==> src/rtl/hpi_rd_seq.sv <==
module hpi_rd_seq #(
  parameter int DW = 16,
  parameter int PW = 4
) (
  input  logic          clk,
  input  logic          rst_n,
  input  logic          req_valid,
  output logic          req_ready,
  input  logic [DW-1:0] req_addr,
  input  logic [PW-1:0] cfg_addr,
  input  logic [PW-1:0] cfg_setup,
  input  logic [PW-1:0] cfg_strobe,
  input  logic [PW-1:0] cfg_recov,
  output logic          rsp_valid,
  output logic [DW-1:0] rsp_data,
  output logic          bus_cs_n,
  output logic          bus_ds_n,
  output logic [DW-1:0] bus_ad_o,
  output logic          bus_ad_oe,
  input  logic [DW-1:0] bus_ad_i,
  input  logic          tgt_wait
);
  localparam logic [PW-1:0] MIN_ADDR  = PW'(2);
  localparam logic [PW-1:0] MIN_SETUP = PW'(2);
  localparam logic [PW-1:0] MIN_STRB  = PW'(1);

  typedef enum logic [2:0] {S_IDLE, S_ADDR, S_SETUP, S_STRB, S_RECOV} st_t;

  st_t           st, st_nx;
  logic [PW-1:0] cnt, lim;
  logic [PW-1:0] len_a, len_s, len_d, len_r;
  logic [DW-1:0] addr_q;
  logic          wait_q;

  function automatic logic [PW-1:0] atleast(input logic [PW-1:0] v, input logic [PW-1:0] m);
    return (v < m) ? m : v;
  endfunction

  assign req_ready = (st == S_IDLE);
  assign bus_cs_n  = !(st == S_ADDR || st == S_SETUP || st == S_STRB);
  assign bus_ds_n  = (st != S_STRB);
  assign bus_ad_oe = (st == S_ADDR);
  assign bus_ad_o  = (st == S_ADDR) ? addr_q : '0;

  wire held = (st == S_ADDR || st == S_STRB) && (tgt_wait || wait_q);
  wire done = (cnt == lim) && !held;

  always_comb begin
    lim   = len_r;
    st_nx = S_IDLE;
    case (st)
      S_ADDR:  begin lim = len_a; st_nx = S_SETUP; end
      S_SETUP: begin lim = len_s; st_nx = S_STRB;  end
      S_STRB:  begin lim = len_d; st_nx = S_RECOV; end
      default: begin lim = len_r; st_nx = S_IDLE;  end
    endcase
  end

  always_ff @(posedge clk or negedge rst_n) begin
    if (!rst_n) begin
      st        <= S_IDLE;
      cnt       <= '0;
      len_a     <= '0;
      len_s     <= '0;
      len_d     <= '0;
      len_r     <= '0;
      addr_q    <= '0;
      wait_q    <= 1'b0;
      rsp_valid <= 1'b0;
      rsp_data  <= '0;
    end else begin
      wait_q    <= tgt_wait;
      rsp_valid <= 1'b0;
      if (st == S_IDLE) begin
        if (req_valid) begin
          len_a  <= atleast(cfg_addr, MIN_ADDR);
          len_s  <= atleast(cfg_setup, MIN_SETUP);
          len_d  <= atleast(cfg_strobe, MIN_STRB);
          len_r  <= cfg_recov;
          addr_q <= req_addr;
          cnt    <= '0;
          st     <= S_ADDR;
        end
      end else if (done) begin
        cnt <= '0;
        st  <= st_nx;
        if (st == S_STRB) begin
          rsp_data  <= bus_ad_i;
          rsp_valid <= 1'b1;
        end
      end else if (cnt != lim) begin
        cnt <= cnt + 1'b1;
      end
    end
  end

  AST_RESET_IDLE: assert property (@(posedge clk) !rst_n |-> bus_cs_n && bus_ds_n && req_ready);
  AST_DS_IN_CS:   assert property (@(posedge clk) disable iff (!rst_n) !bus_ds_n |-> !bus_cs_n);
  AST_ADDR_AT_CS: assert property (@(posedge clk) disable iff (!rst_n) $fell(bus_cs_n) |-> bus_ad_oe && bus_ad_o == addr_q);
  AST_ADDR_MIN:   assert property (@(posedge clk) disable iff (!rst_n) $rose(bus_ad_oe) |=> bus_ad_oe ##1 bus_ad_oe);
  AST_STRB_MIN:   assert property (@(posedge clk) disable iff (!rst_n) $fell(bus_ds_n) |=> !bus_ds_n);
  AST_NO_REQ_BUSY: assert property (@(posedge clk) disable iff (!rst_n) !bus_cs_n |-> !req_ready);
  AST_STALL_STRB: assert property (@(posedge clk) disable iff (!rst_n) !bus_ds_n && tgt_wait |=> !bus_ds_n);
  AST_STALL_HOLD: assert property (@(posedge clk) disable iff (!rst_n) !bus_ds_n && $fell(tgt_wait) |=> !bus_ds_n);
  AST_RSP_AFTER_STRB: assert property (@(posedge clk) disable iff (!rst_n) rsp_valid |-> bus_cs_n && bus_ds_n && $past(!bus_ds_n));
  AST_RSP_PULSE:  assert property (@(posedge clk) disable iff (!rst_n) rsp_valid |=> !rsp_valid);
endmodule

==> config.mk <==
export PLATFORM = sky130hd
export DESIGN_NAME = hpi_rd_seq
export DESIGN_NICKNAME = d
export VERILOG_FILES = /design/src/rtl/hpi_rd_seq.sv
export SDC_FILE = /design/constraint.sdc
export NUM_CORES = 1
export LEC_CHECK = 0
export BUFFER_PORTS_ARGS = -buffer_cell sky130_fd_sc_hd__buf_2
export CELL_PAD_IN_SITES_DETAIL_PLACEMENT = 0
export CELL_PAD_IN_SITES_GLOBAL_PLACEMENT = 1
export CORE_MARGIN = 3
export CORE_UTILIZATION = 29
export DETAILED_ROUTE_END_ITERATION = 12
export PLACE_DENSITY_LB_ADDON = 0.1
export SLEW_MARGIN = 20
export SYNTH_ARGS = -nofsm -noshare
export SYNTH_HDL_FRONTEND = slang
export SYNTH_SLANG_ARGS = --single-unit
export TNS_END_PERCENT = 5
==> constraint.sdc <==
create_clock -name clk -period 3.9 [get_ports clk]
set_input_delay 0.78 -clock clk [delete_from_list [all_inputs] [get_ports clk]]
set_output_delay 0.78 -clock clk [all_outputs]
set_load 0.02 [all_outputs]
# Yosys cells after proc, flatten, opt, wreduce, memory -nomap -nowiden
# Index checks and enable logic that the tools add are counted.
dict set report word_totals {
  reg_bits 57
  latchBits 0
  ramBits 0
  romBits 0
  input_bits 52
  out_inout_bits 37
  word_cells 53
  memories 0
}
dict set report op_classes {
  n_addsub 1
  n_mul 0
  div 0
  n_lt_le_gt_ge 3
  eq_ne 7
  shift 0
  muxes 16
  bitwise 1
  reduce_logical 15
}
# operator n
set ops {}
lappend ops {{2-to-1 mux 4 bit} 7}
lappend ops {{2-to-1 mux 16 bit} 1}
lappend ops {{case mux 4 bit (3 select lines)} 1}
lappend ops {{2-to-1 mux 3 bit} 3}
lappend ops {{case mux 3 bit (3 select lines)} 1}
lappend ops {{less-than comparator 4 x 2 -> 1 bit (second input constant)} 2}
lappend ops {{== test 3 x 2 -> 1 bit (second input constant)} 2}
lappend ops {{AND reduction 2 bit} 3}
lappend ops {{adder 4 x 1 -> 4 bit (second input constant)} 1}
lappend ops {{== test 4 bit} 1}
lappend ops {{logical OR 1 bit} 4}
lappend ops {{less-than comparator 4 x 1 -> 1 bit (second input constant)} 1}
lappend ops {{!= test 4 bit} 1}
lappend ops {{== test 3 x 1 -> 1 bit (second input constant)} 1}
lappend ops {{logical NOT 3 bit} 1}
lappend ops {{2-to-1 mux 1 bit} 3}
lappend ops {{!= test 3 x 2 -> 1 bit (second input constant)} 1}
lappend ops {{AND reduction 3 bit} 1}
lappend ops {{nonzero test 3 bit} 1}
lappend ops {{logical AND 1 bit} 2}
lappend ops {{logical NOT 1 bit} 2}
lappend ops {{!= test 2 bit (second input constant)} 1}
lappend ops {{nonzero test 2 bit} 1}
lappend ops {{NOT 1 bit} 1}

# Depth between registers and ports, before layout
# Gate-level depths: netlist of the first run.
dict set report logic_depth {
  word_depth 7
  depth_mapped 9
  ltp_nobuf 6
}

# Worst setup path before layout of the first run
# OpenSTA, ideal clock, no wires.
dict set report synth_timing {
  kind {register -> register}
  from {reg st[2]}
  to {reg rsp_data[10]}
  setup_time_ns 0.125
  t_arrival_ns 2.607
  t_required_ns 3.775
  slack_ns 1.168
  path_stages_with_launch 9
  path_buffers 2
  path_cell_list {dfrtp_1 or4b_1 o31ai_1 nor2_1 or3_1 buf_6 nor4b_4 buf_6 mux2_4}
}
dict set report synth_via {
  elab_chain_cells 6
  elab_cells_between_ends 12
  cone_classes {eq/ne (4); mux (1); bitwise (1); reduce/logical (6)}
}
# element line_no
set synth_rtl {}
lappend synth_rtl {{start, declared} 29} ;# st_t st, st_nx;
lappend synth_rtl {{start signal, assigned} 86} ;# st <= st_nx;
lappend synth_rtl {{parallel branches: the longest is 5 deep, another holds case mux 4 bit (3 select lines)} n/a}
lappend synth_rtl {{AND reduction 3 bit (no line) *} n/a}
lappend synth_rtl {{end signal, assigned} 88} ;# rsp_data <= bus_ad_i;
lappend synth_rtl {{end, declared} 15} ;# output logic [DW-1:0] rsp_data,
# Every way passes the cells marked *.
# A chain may end at the register's enable or synchronous reset.

# Final worst setup path of the first run
dict set report layout_timing {
  from {reg st[1]}
  to {reg rsp_data[0]}
}
# The elaborated chain is that of the path after synthesis.

==> results of run 1 <==
worst paths after layout:
kind,start,end,slack [ns],cells after the start
max,st[1],rsp_data[0],0.86,7
min,rst_n,rsp_data[1],0.43,1
max reg2reg,st[1],rsp_data[0],0.86,7
min reg2reg,addr_q[15],addr_q[15],0.50,1
max in group asynchronous,rst_n,len_a[2],2.86,2
min in group clk,addr_q[15],addr_q[15],0.50,1
power by group:
group          internal, mW  switching [mW]  total, mW
clock                 0.333           0.249      0.582
combinational         0.527           0.577       1.10
sequential            0.874           0.229       1.10
cell type report:
class                   count  area (sq um)  area share (%)
flip-flops and latches     57          1430            40.8
clock buffers              11           151            4.33
well taps                 108           135            3.87
repair buffers             92           473            13.5
multi-input cells         151          1210            34.5
inverters                  11          41.3            1.18
clock inverters             5          62.6            1.79
routing by layer:
metal  up-vias  global-route usage [%]  wire length, microns
met1       968                    16.1                  2870
li1       1006                       -                     -
met5         -                       0                     7
met3        10                    5.84                   503
met2        61                    19.6                  3010
met4         2                    3.88                    74
critical path, stage by stage (launching register included):
cell     delay [ns]
dfrtp_1        0.76
or4b_1         0.50
o31ai_1        0.11
nor2_1         0.11
or3_1          0.48
nor4b_4        0.28
buf_4          0.32
mux2_2         0.37
Yosys cell counts (all sizes together) (3+ instances only):
cell type	n	area, sq um
nand3	4	20.0
a21oi	6	30.0
clkbuf	7	26.3
a22oi	3	22.5
nor2	11	41.3
nor3	5	25.0
o31ai	3	22.5
nand2b	6	37.5
o21ai	11	55.1
nor2b	5	31.3
nand2	5	18.8
buf	6	40.0
inv	11	41.3
dfrtp	57	1430
and2	17	106
mux2i	6	60.1
mux2	40	480
sequential cells by signal, summed over array words and instances, names as in the netlist:
signal     flops
len_r          4
cnt            4
len_a          4
st             3
wait_q         1
addr_q        16
rsp_valid      1
rsp_data      16
len_s          4
len_d          4
per-stage QoR:
step                      instance area (sq um)  std cells  hold WS, ns  util (%)
after CTS                                  3490        435        0.503      39.1
after global routing                       3500        435        0.468      39.1
final                                      3500        435        0.433      39.1
after floorplan                            2740        232        0.472         -
after global placement                     3280        419        0.482      36.7
after detailed placement                   3280        419        0.488      36.7
kinds of logic after synthesis:
family / after synthesis / share of synthesized area [%]
buffers and inverters: 24 / 3.93
muxes: 46 / 19.7
DFF: 57 / 52.1
xor gates and xnor gates: 1 / 0.320
AOI/OAI and AO/OA: 39 / 9.77
adders and majority gates: 1 / 0.457
and+or+nand+nor: 64 / 13.7
==> metrics.txt, run 1 <==
most frequent cells in the layout buf_2, dfrtp_1, mux2_2; Final period util 77.9%; CP startpoint kind flip-flop; Core ar. 0.00893 sq mm; hold_buf cts 0; CTS tree yes; total grt overflow 0; DRC Markers 0; nets between 300 and 400; number of setup buffers added after CTS 0; synthesized area 0.00274 sq mm; Mapped Nets around 290; Tmin final between 3 and 4 ns; Setup CP Type flip-flop to flip-flop; dpl hpwl about 4700 microns; CP required approximately 4 ns; crit path setup slack, layout between 0.8 and 0.9 ns; layout cells sized above 1 45.6%; PD cells 798 mW/mm^2; WL final 6460 microns; clock-pin slew on the worst setup and hold paths approximately 0.070 ns; chip height a little over 100 microns; Post-synth EDFFs 0; Rows 34; DR WL/cell 14.9 microns; crit path DAT approximately 3.3 ns; Setup Skew 0.00810 ns; via count approximately 2000; I/O pin cnt 89; CTS root buffer clkbuf_8; routability cong. ~0.86; max cap viols 0; unrepaired setup endpoints after global routing false; H-Tree Depth 3; vias per cell 4.71; synth unique cells 44; Yosys reg bits 57; TritonCTS Buffers 9; share of flip-flops with an asynchronous set or reset 100%; final slew viol count 0; status finished clean; DP Worst Slack between 0.8 and 0.9 ns; # diodes 0; Syn Inst Count around 230; syn_area_per_cell between 10 and 15 sq um; largest net degree at the start of global routing between 40 and 50; CTS resizes 0; Hold WC Path Type input pin to asynchronous set/reset pin; clock sinks between 50 and 60; I/O Buffers a little under 90; Max Freq about 0.33 GHz; GRT Util Overall between 10% and 20%; sequential area share after synthesis approximately 52%; total power draw 2.79 mW; Hold Fails Final Rpt 0; TNS Setup 0 ns; TritonRoute pass-1 iters 4; die area 0.0107 sq mm; Starting Density between 30% and 40%; synth warn 0; fillers about 900; commonest non-fill, non-tap cell in the layout buf_2; Final Setup Violations 0; initial antenna violation count 1; first-pass GRT wire length around 10000 microns; Clk Latency, worst-skew pair 0.33 ns; worst-margin pin slew between 0.6 and 0.7 ns; Peak VDD IR 0.311 mV; drt initial violations 83; Routed Antenna Nets 0; Synth Flop Type dfrtp_1; Crit. End Element flip-flop; area growth from synthesis to layout 27.6%; leak pwr approximately 1.7 nW; Max Root-Sink Buffers 2; Slew Limit Headroom a little under three fifths; Crit Path Max Fanout 20; vias in the first global route roughly 2100; Die Wd around 100 microns
Power figures use the tool's default switching activity.
==> run 2: changes to the inputs <==
- clock period: 3.9 -> 2.8 ns (I/O delays scaled with it)
==> run 2 against run 1 <==
  * Utilization up 1.1 points
  * Clock power up 52%
  * Sequential share of layout area down 1.1 points
  * Fmax increased by 19%
  * Count of clock-buffer cells in the layout shrank 1
  * Setup slack worse by 0.63 ns
  * Sequential power increased by 34%
  * Critical path depth unchanged
  * Register-to-register slack got worse by 0.63 ns
  * Critical path type unchanged
  * Critical endpoint unchanged
  * Largest power group is now combinational cells
==> metrics.txt, run 2 (synthesis results as in run 1) <==
routability cong. 0.835 (was 0.863); Psw 1.53 mW (was 1.06 mW); Hold Fails Final Rpt 0 (unchanged); CTS tree yes (unchanged); number of setup buffers added after CTS 0 (unchanged); die area 0.0107 sq mm (unchanged); I/O pin cnt 89 (unchanged); Hold WC Path Type input pin to asynchronous set/reset pin (unchanged); Max Freq 0.390 GHz (was 0.329 GHz); via count 2092 (was 2047); Slew Limit Headroom 50.7% (was 57.0%); largest net degree at the start of global routing 58 (was 45); Setup CP Type flip-flop to flip-flop (unchanged); hold_buf cts 0 (unchanged); Die Wd 103 microns (unchanged); vias in the first global route 2092 (was 2147); drt initial violations 130 (was 83); total grt overflow 0 (unchanged); TritonCTS Buffers 9 (unchanged); Setup Skew 0.00807 ns (was 0.00810 ns); Clk Latency, worst-skew pair 0.33 ns (about the same); # diodes 0 (unchanged); Final Cell Area 0.00359 sq mm (was 0.00350 sq mm); worst-margin pin slew 0.740 ns (was 0.645 ns); I/O Buffers 88 (unchanged); area growth from synthesis to layout 31.0% (was 27.6%); most frequent cells in the layout buf_2, dfrtp_1, mux2_2 (unchanged); post-placement cell count 430 (was 419); TritonRoute pass-1 iters 4 (unchanged); first-pass GRT wire length 10900 microns (was 10400 microns); Peak VDD IR 0.505 mV (was 0.311 mV); TNS Setup 0 ns (unchanged); chip height 103 microns (unchanged); final slew viol count 0 (unchanged); Final Setup Violations 0 (unchanged); GRT Util Overall 13.4% (was 12.8%); CTS resizes 0 (unchanged); footprint of the multi-input gates 0.00121 sq mm (unchanged); final cell count without fillers 446 (was 435); FF-to-FF Start st[0] (was st[1]); CTS root buffer clkbuf_8 (unchanged); Setup crit start st[0] (was st[1]); Tmin final 2.56 ns (was 3.04 ns); internal power 2.60 mW (was 1.73 mW); max cap viols 0 (unchanged); layout cells sized above 1 47.3% (was 45.6%); WL final 6750 microns (was 6460 microns); total power draw 4.13 mW (was 2.79 mW); H-Tree Depth 3 (unchanged); Core ar. 0.00893 sq mm (unchanged); Final period util 91.5% (was 77.9%); fillers 906 (was 922); leak pwr 1.76 nW (was 1.70 nW); Starting Density 30.7% (unchanged); Comb pwr share 43.0% (was 39.6%); DRC Markers 0 (unchanged); Crit. End Element flip-flop (unchanged); dpl hpwl 4830 microns (was 4670 microns); DR WL/cell 15.1 microns (was 14.9 microns); status finished clean (unchanged); Max Root-Sink Buffers 2 (unchanged); Sw Share 37.0% (was 37.8%); clock sinks 57 (unchanged); nets 386 (was 375); unrepaired setup endpoints after global routing false (unchanged); CP startpoint kind flip-flop (unchanged); DP Area 0.00336 sq mm (was 0.00328 sq mm); initial antenna violation count 0 (was 1); clock-pin slew on the worst setup and hold paths 0.07 ns (about the same); Rows 34 (unchanged); register area 0.00143 sq mm (unchanged); PD cells 1150 mW/mm^2 (was 798 mW/mm^2); Crit Path Max Fanout 9 (was 20); Routed Antenna Nets 0 (unchanged); CP required 3.02 ns (was 4.12 ns); commonest non-fill, non-tap cell in the layout buf_2 (unchanged); largest registers addr_q (16), rsp_data (16) (unchanged); crit path DAT 2.78 ns (was 3.25 ns); Clk network pwr share 21.4% (was 20.9%); vias per cell 4.69 (was 4.71); Flop pwr share 35.7% (was 39.5%)
==> run 2: cell count changes in the layout (fill, tap and decap cells not counted) <==
cell / previous run / this run
buf_2: 87 / 88
buf_4: 5 / 15
bufinv_16: 1 / 2
clkbuf_8: 11 / 10
clkinv_2: 0 / 1
clkinvlp_4: 2 / 1
==> run 2: path summary, 6_finish.rpt <==
check	endpoint	slack [ns]	cells after the start
setup / recovery	rsp_data[0]	0.24	7
hold / removal	rsp_data[1]	0.37	2
setup reg to reg	rsp_data[0]	0.24	7
hold reg to reg	addr_q[6]	0.50	1
max in group asynchronous	addr_q[15]	1.93	2
min in group clk	wait_q	0.38	1
==> run 2: power groups by stage <==
stage,Sequential (mW),Clock [mW],Combinational (mW)
after global placement,1.49,0,1.78
after detailed placement,1.48,0,1.78
after floorplan,1.55,0,1.14
after global routing,1.53,0.960,1.95
after CTS,1.48,0.917,1.79
final,1.47,0.882,1.77
==> run 2: critical path, stage by stage, from the launching register on <==
cell and delay [ns]:
dfrtp_1 0.43, or4b_1 0.51, o31ai_1 0.11, nor2_1 0.11, or3_1 0.42, nor4b_4 0.31
buf_4 0.23, mux2_2 0.34
==> run 2: metal layers <==
metal / global-route usage [%] / vias up / wire, microns
li1: - / 1031 / -
met1: 18.2 / 998 / 3170
met2: 20.0 / 57 / 3120
met3: 4.96 / 6 / 399
met4: 3.88 / 0 / 58
met5: 0 / - / 0
==> run 2: stage by stage <==
| step | hold WS, ns | util [%] | worst slack [ns] |
|---|---|---|---|
| after global placement | 0.482 | 37.6 | 0.271 |
| after global routing | 0.360 | 40.2 | 0.121 |
| after CTS | 0.359 | 40.2 | 0.231 |
| after detailed placement | 0.488 | 37.6 | 0.252 |
| final | 0.372 | 40.2 | 0.238 |
| after floorplan | 0.264 | - | 0.0676 |
==> run 2: layout make-up <==
type	instances	area share, %
Tap cell	108	3.76
Clock buffer	10	3.83
Inverter	11	1.15
Timing Repair Buffer	103	15.4
Clock inverter	6	2.51
Multi-Input combinational cell	151	33.6
Sequential cell	57	39.7
